[src/rtl/nrb_pkg.sv]
package nrb_pkg;
    localparam int DW       = 32;
    localparam int LIVE_LSB = 8;
    localparam int SEL_LSB  = 3;
    localparam int SRST_BIT = 1;
    localparam int NEVT     = 3;

    typedef enum logic [1:0] {
        RA_STATUS = 2'd0,
        RA_IRQEN  = 2'd1,
        RA_CTRL   = 2'd2,
        RA_NONE   = 2'd3
    } reg_addr_e;

    typedef struct packed {
        logic dma;
        logic cmd;
        logic b2r;
    } evt_t;

    function automatic evt_t bits_to_evt(input logic [NEVT-1:0] v);
        evt_t e;
        e.b2r = v[0];
        e.cmd = v[1];
        e.dma = v[2];
        return e;
    endfunction

    function automatic logic [NEVT-1:0] evt_to_bits(input evt_t e);
        return {e.dma, e.cmd, e.b2r};
    endfunction
endpackage

[src/rtl/nrb_line_sync.sv]
module nrb_line_sync #(
    parameter int N = 4
) (
    input  logic         clk,
    input  logic         rst,
    input  logic [N-1:0] rb_line,
    output logic [N-1:0] lvl,
    output logic [N-1:0] rise
);
    for (genvar g = 0; g < N; g++) begin : g_line
        logic [2:0] sh;
        always_ff @(posedge clk) begin
            if (rst) sh <= 3'b111;
            else     sh <= {sh[1:0], rb_line[g]};
        end
        assign lvl[g]  = sh[1];
        assign rise[g] = sh[1] & ~sh[2];
    end
endmodule

[src/rtl/nrb_rise_pick.sv]
module nrb_rise_pick #(
    parameter int N    = 4,
    parameter int SELW = 2
) (
    input  logic [N-1:0]    rise,
    input  logic [SELW-1:0] sel,
    output logic            rise_sel
);
    always_comb begin
        rise_sel = 1'b0;
        for (int i = 0; i < N; i++) begin
            if (int'(sel) == i) rise_sel = rise[i];
        end
    end
endmodule

[src/rtl/nrb_evt_regs.sv]
module nrb_evt_regs
    import nrb_pkg::*;
(
    input  logic clk,
    input  logic rst,
    input  logic srst,
    input  evt_t set,
    input  evt_t clr,
    input  logic en_wr,
    input  evt_t en_wdata,
    output evt_t flags,
    output evt_t en
);
    logic [NEVT-1:0] flag_q, en_q;

    always_ff @(posedge clk) begin
        if (rst || srst) begin
            flag_q <= '0;
            en_q   <= '0;
        end else begin
            flag_q <= (flag_q & ~evt_to_bits(clr)) | evt_to_bits(set);
            if (en_wr) en_q <= evt_to_bits(en_wdata);
        end
    end

    assign flags = bits_to_evt(flag_q);
    assign en    = bits_to_evt(en_q);
endmodule

[src/rtl/nrb_irq_top.sv]
module nrb_irq_top
    import nrb_pkg::*;
#(
    parameter int N = 4
) (
    input  logic          clk,
    input  logic          rst,
    input  logic [N-1:0]  rb_line,
    input  logic          ev_cmd_done,
    input  logic          ev_dma_done,
    input  logic          bus_wr,
    input  logic [1:0]    bus_addr,
    input  logic [DW-1:0] bus_wdata,
    output logic [DW-1:0] bus_rdata,
    output logic          irq
);
    localparam int SELW = (N > 1) ? $clog2(N) : 1;

    reg_addr_e       addr;
    logic [N-1:0]    lvl, rise;
    logic            rise_sel;
    logic [SELW-1:0] sel_q;
    logic            srst_q;
    evt_t            set_v, clr_v, flags, en;
    logic            wr_status, wr_en, wr_ctrl;
    logic            unused_wdata;

    assign addr      = reg_addr_e'(bus_addr);
    assign wr_status = bus_wr && (addr == RA_STATUS);
    assign wr_en     = bus_wr && (addr == RA_IRQEN);
    assign wr_ctrl   = bus_wr && (addr == RA_CTRL);
    assign unused_wdata = ^bus_wdata;

    nrb_line_sync #(.N(N)) u_sync (
        .clk(clk), .rst(rst), .rb_line(rb_line), .lvl(lvl), .rise(rise)
    );

    nrb_rise_pick #(.N(N), .SELW(SELW)) u_pick (
        .rise(rise), .sel(sel_q), .rise_sel(rise_sel)
    );

    always_ff @(posedge clk) begin
        if (rst) begin
            sel_q  <= '0;
            srst_q <= 1'b0;
        end else begin
            if (srst_q)
                srst_q <= 1'b0;
            else if (wr_ctrl && bus_wdata[SRST_BIT])
                srst_q <= 1'b1;
            if (wr_ctrl)
                sel_q <= bus_wdata[SEL_LSB +: SELW];
        end
    end

    always_comb begin
        set_v     = '0;
        set_v.b2r = rise_sel;
        set_v.cmd = ev_cmd_done;
        set_v.dma = ev_dma_done;
        clr_v     = wr_status ? bits_to_evt(bus_wdata[NEVT-1:0]) : '0;
    end

    nrb_evt_regs u_regs (
        .clk(clk), .rst(rst), .srst(srst_q),
        .set(set_v), .clr(clr_v),
        .en_wr(wr_en), .en_wdata(bits_to_evt(bus_wdata[NEVT-1:0])),
        .flags(flags), .en(en)
    );

    assign irq = |(evt_to_bits(flags) & evt_to_bits(en));

    always_comb begin
        bus_rdata = '0;
        case (addr)
            RA_STATUS: begin
                bus_rdata[NEVT-1:0]       = evt_to_bits(flags);
                bus_rdata[LIVE_LSB +: N]  = lvl;
            end
            RA_IRQEN:  bus_rdata[NEVT-1:0] = evt_to_bits(en);
            RA_CTRL: begin
                bus_rdata[SRST_BIT]        = srst_q;
                bus_rdata[SEL_LSB +: SELW] = sel_q;
            end
            default:   bus_rdata = '0;
        endcase
    end
endmodule

[config.mk]
export PLATFORM = sky130hd
export DESIGN_NAME = nrb_irq_top
export DESIGN_NICKNAME = d
export VERILOG_FILES = /design/src/rtl/nrb_pkg.sv /design/src/rtl/nrb_line_sync.sv /design/src/rtl/nrb_rise_pick.sv /design/src/rtl/nrb_evt_regs.sv /design/src/rtl/nrb_irq_top.sv
export SDC_FILE = /design/constraint.sdc
export NUM_CORES = 1
export LEC_CHECK = 0
export ABC_AREA = 1
export CAP_MARGIN = 20
export CORE_MARGIN = 5
export CORE_UTILIZATION = 35
export CTS_CLUSTER_DIAMETER = 150
export CTS_CLUSTER_SIZE = 16
export DETAILED_ROUTE_END_ITERATION = 7
export PLACE_DENSITY = 0.93
export RECOVER_POWER = 25
export SLEW_MARGIN = 20
export SYNTH_ARGS = -nofsm -noshare
export SYNTH_HDL_FRONTEND = slang
export SYNTH_SLANG_ARGS = --single-unit
export TNS_END_PERCENT = 30
[constraint.sdc]
create_clock -name clk -period 2.3 [get_ports clk]
set_input_delay 0.23 -clock clk [delete_from_list [all_inputs] [get_ports clk]]
set_output_delay 0.23 -clock clk [all_outputs]
set_load 0.01 [all_outputs]
# After elaboration in Yosys (flattened, before gate mapping)
# Cells that the tools add are included.
# op_classes
n_eq_ne	5
muxes	11
bitwise	12
reduce_logical	9
# ops
op	count
bitwise AND 3 bit	2
equality test 2 bit, second input constant	3
2-to-1 mux 1 bit	5
bitwise AND 1 bit	4
equality test 2 x 1 -> 1 bit, second input constant	2
logical AND 1 bit	4
zero test 2 bit	2
2-to-1 mux 4 bit	1
inverter 1 bit	4
one-hot mux 1 bit (2 select lines)	2
2-to-1 mux 3 bit	1
inverter 3 bit	1
OR 3 bit	1
one-hot mux 1 bit (3 select lines)	1
OR reduction 3 bit	1
2-to-1 mux 2 bit	1
OR reduction 2 bit	1
logical OR 1 bit	1
# totals
reg_bits	21
in_bits	43
elab_cells	45

# Logic depth before layout (Yosys ltp)
# logic_depth
depth_word	7
depth_mapped	5
mapped_depth_nobuf	5

# By module
# A second synthesis with hierarchy kept.
# unflattened
hier_cells	168
hier_area_um2	1134.8
# by_module_without_submodules
module	n_inst	cells_each	area_each_um2
nrb_irq_top	1	78	471.7
nrb_line_sync	1	46	390.4
nrb_evt_regs	1	31	221.5
nrb_rise_pick	1	13	51.3

# Worst setup path before layout
# No wires, ideal clock.
# synth_timing
kind	register -> output
startpoint	reg srst_q
endpoint	out bus_rdata[1]
arrival_ps	643
slack_ps	1427
path_stages_with_launch	3
path_cell_list	dfxtp_1 nand3_1 o211ai_1
# synth_via
elab_chain_len	1
# synth_lines
item	line	rtl
from (decl)	nrb_irq_top.sv:23	logic srst_q;
from (signal assigned)	nrb_irq_top.sv:45	srst_q <= 1'b0;
from (signal assigned)	nrb_irq_top.sv:48	srst_q <= 1'b0;
from (signal assigned)	nrb_irq_top.sv:50	srst_q <= 1'b1;
one-hot mux 1 bit (3 select lines)	nrb_irq_top.sv:75	case (addr)
to (decl)	nrb_irq_top.sv:14	output logic [DW-1:0] bus_rdata,
# Every way passes these cells.

# Worst setup path after layout
# layout_timing
startpoint	in bus_addr[1]
endpoint	out bus_rdata[1]
# layout_via
elab_chain_len	2
word_cells_on_any_way	4
cone_classes	2 x eq/ne; 1 x mux; 1 x reduce/logical
# layout_lines
item	line	rtl
from (decl)	nrb_irq_top.sv:12	input logic [1:0] bus_addr,
equality test 2 bit (tied with other cells)	nrb_irq_top.sv:75	
one-hot mux 1 bit (3 select lines) *	nrb_irq_top.sv:75	
# Mark *: on every way between the ends. The rest lies on a longest branch, timed or not.

==> impl_metrics.tcl <==
set metrics [dict create \
    die_area_um2 4000 \
    cts.repair.resized 0 \
    port_buffers 25 \
    die_y_um 63.2 \
    outcome "complete, no violations" \
    drt-total-wl_um 1730 \
    rows 19 \
    grt_max_degree 13 \
    post-route-cell-area_um2 1220 \
    synth_fa_ha_area_frac 0 \
    r2r_start "sel_q[0]" \
    synthTopCellsByArea "dfxtp_1 42%, buf_4 17%, nand2_1 6.1%, nand3_1 5.0%, inv_1 4.9%" \
    grt_pass1_wl_um 2810 \
    drt-vias-per-instance 4.18 \
    ys_warn_count 0 \
    synth_cell_types 17 \
    clk_latency_ns 0.29 \
    wire_per_inst_um 9.32 \
    fin_cells 185 \
    crit_type "in -> out" \
    clockPowerShare 0.252 \
    total_power_mw 0.673 \
    antenna_found_initial 0 \
    place_congestion 0.796 \
    rrSetupSlack_ns 1.48 \
    ant_nets 0 \
    holdPathStages 1 \
    max-cap-violations 0 \
    synth_area_um2 992 \
    numClockSinks 21 \
    timing.hold.ws_ns 0.417 \
    dp_slack_ns 0.338 \
    post-cts-setup-buffers 0 \
    setup_ws_ns 0.337 \
    yosysTopAreaCellShare 0.424 \
    synth_top_area_cell "dfxtp_1" \
    combPwrFrac 0.170 \
    drtIter0Drc 3 \
    skew_ns 0.00376 \
    cp_max_fo 7 \
    postSynthCellCount 126 \
    dr.pass1.iters 2 \
    peakVddDrop_v 0.000363 \
    required_ns 2.07 \
    r2r_end "u_regs.flags[0]" \
    synth_compound_gate_area_share 0.0832 \
    min_period_over_period 0.853 \
    worst_setup_hold_path_clk_slew_ns 0.11 \
    synth_xor_area_frac 0 \
    pin_count 76 \
    hp-class "reg -> reg" \
    num_vias 774 \
    ys_seq_elements 21 \
    max_freq_mhz 509 \
    period_minus_slack_ns 1.96 \
    ys_seq_area_frac 0.424 \
    initial_utilization 0.363 \
    rsz0062_at_grt "false" \
    syn-mean-instance-area_um2 7.87 \
    antenna_cells 0 \
    syn_to_final_growth_pct 22.8 \
    die_w_um 63.2 \
    synth.area.mux_share 0 \
    dpl.cell_count 181 \
    yosys.area_share.simple 0.251 \
    switchingPower_mw 0.174 \
    finalHoldViolCount 0 \
    start_kind "input port" \
    p_int_mw 0.499 \
    crit_end "bus_rdata[1]" \
    worstSetupStartpoint "bus_addr[1]" \
    drc 0 \
    root_buffer "clkbuf_4" \
    cts.path.max_buffers 2 \
    cts_tree "done" \
    pwr-share-seq 0.578 \
    finalSetupTns_ns 0 \
    fin_util 0.446 \
    p_sw_frac 0.259 \
    cellPowerDensity_nw_per_um2 552 \
    cp-end-kind "primary output" \
    grt_use_total 0.0845 \
    setup_violations 0 \
    drv_slew 0 \
    drive_gt1_frac 0.0974 \
    dpl.hpwl_um 1490 \
    leakage_nw 0.559 \
    cp.arrival_ns 1.73 \
    place_area_um2 1190 \
    r2r_cells 5 \
    synth_top_family_by_area "simple AND/OR/NAND/NOR gates" \
    fin_nets 198 \
    cts_buffers 3 \
    cts_hold_buf 0 \
    htree_levels 1 \
    overflow 0 \
    grt_pass1_vias 696 \
    core_area_um2 2730 \
]
==> power groups by stage <==
stage,Sequential [mW],Combinational (mW),Clock [mW]
5_1_grt,0.392,0.126,0.193
3_5_place_dp,0.398,0.115,0
2_1_floorplan,0.396,0.0876,0
4_1_cts,0.389,0.115,0.175
6_report,0.389,0.114,0.169
3_3_place_gp,0.397,0.113,0
==> critical path, cell delays in order <==
cell and delay [ns]:
clkdlybuf4s50_1 0.54, nor2_4 0.23, nand2_1 0.07, o211ai_1 0.09, clkdlybuf4s50_1 0.57
==> layer usage <==
metal / GRT usage / up-vias / part of all wire
met5: 0 / - / 0
met4: 0.0234 / 0 / 0.0058
met3: 0.0284 / 2 / 0.068
met2: 0.155 / 21 / 0.54
met1: 0.0910 / 347 / 0.39
li1: - / 404 / -
==> kinds of logic after synthesis <==
| family | Yosys count |
|---|---|
| compound gates | 16 |
| buf+inv | 40 |
| flops | 21 |
| other cells | 1 |
| simple gates | 48 |
==> state kept, by name, indices dropped and copies added, names as in the netlist <==
name / count
u_regs.en: 3
srst_q: 1
sel_q: 2
u_regs.flags: 3
u_sync.g_line.sh: 12
==> synth_stat cells <==
| master | n |
|---|---|
| buf_4 | 23 |
| dfxtp_1 | 21 |
| nand2_1 | 16 |
| inv_1 | 13 |
| nand3_1 | 10 |
| nor2_1 | 10 |
| a21oi_1 | 8 |
| o21ai_1 | 5 |
| inv_2 | 4 |
| or2_1 | 4 |
| or2_2 | 4 |
| nand3_2 | 2 |
| o21ai_0 | 2 |
| conb_1 | 1 |
| nor2_4 | 1 |
| nor2_8 | 1 |
| o211ai_1 | 1 |
==> cell type report <==
| class | count | area, um^2 |
|---|---|---|
| sequential | 21 | 420 |
| clock buffer | 3 | 22.5 |
| timing repair buffer | 25 | 250 |
| multi-input combinational | 87 | 418 |
| clock inverter | 1 | 5.00 |
| inverter | 17 | 63.8 |
| tap | 31 | 38.8 |
| fill | 288 | 1520 |
==> worst min-delay path by stage <==
stage / start / slack [ns] / to
global placement: u_sync.g_line[0].sh[0] / 0.39 / u_sync.g_line[0].sh[1]
detailed placement: u_sync.g_line[3].sh[0] / 0.39 / u_sync.g_line[3].sh[1]
finish: u_sync.g_line[0].sh[0] / 0.42 / u_sync.g_line[0].sh[1]
global route: u_sync.g_line[0].sh[0] / 0.43 / u_sync.g_line[0].sh[1]
floorplan: rb_line[2] / 0.33 / u_sync.g_line[2].sh[0]
CTS: u_sync.g_line[3].sh[0] / 0.42 / u_sync.g_line[3].sh[1]
==> cells in the final DEF (no fill, tap or decap) <==
cell             Yosys  final
nor2_4               1      1
clkinv_2             0      1
nor2_1              10     10
or2_1                4      4
inv_1               13     14
dfxtp_1             21     21
a21oi_1              8      8
nand2_1             16     16
clkdlybuf4s50_1      0     24
nor2_8               1      1
o21ai_0              2      2
inv_2                4      3
o21ai_1              5      5
or2_2                4      4
clkbuf_4             0      3
conb_1               1     23
o211ai_1             1      1
nand3_1             10     10
nand3_2              2      2
dlygate4sd3_1        0      1
No activity file was read; power rests on OpenSTA's default activity.
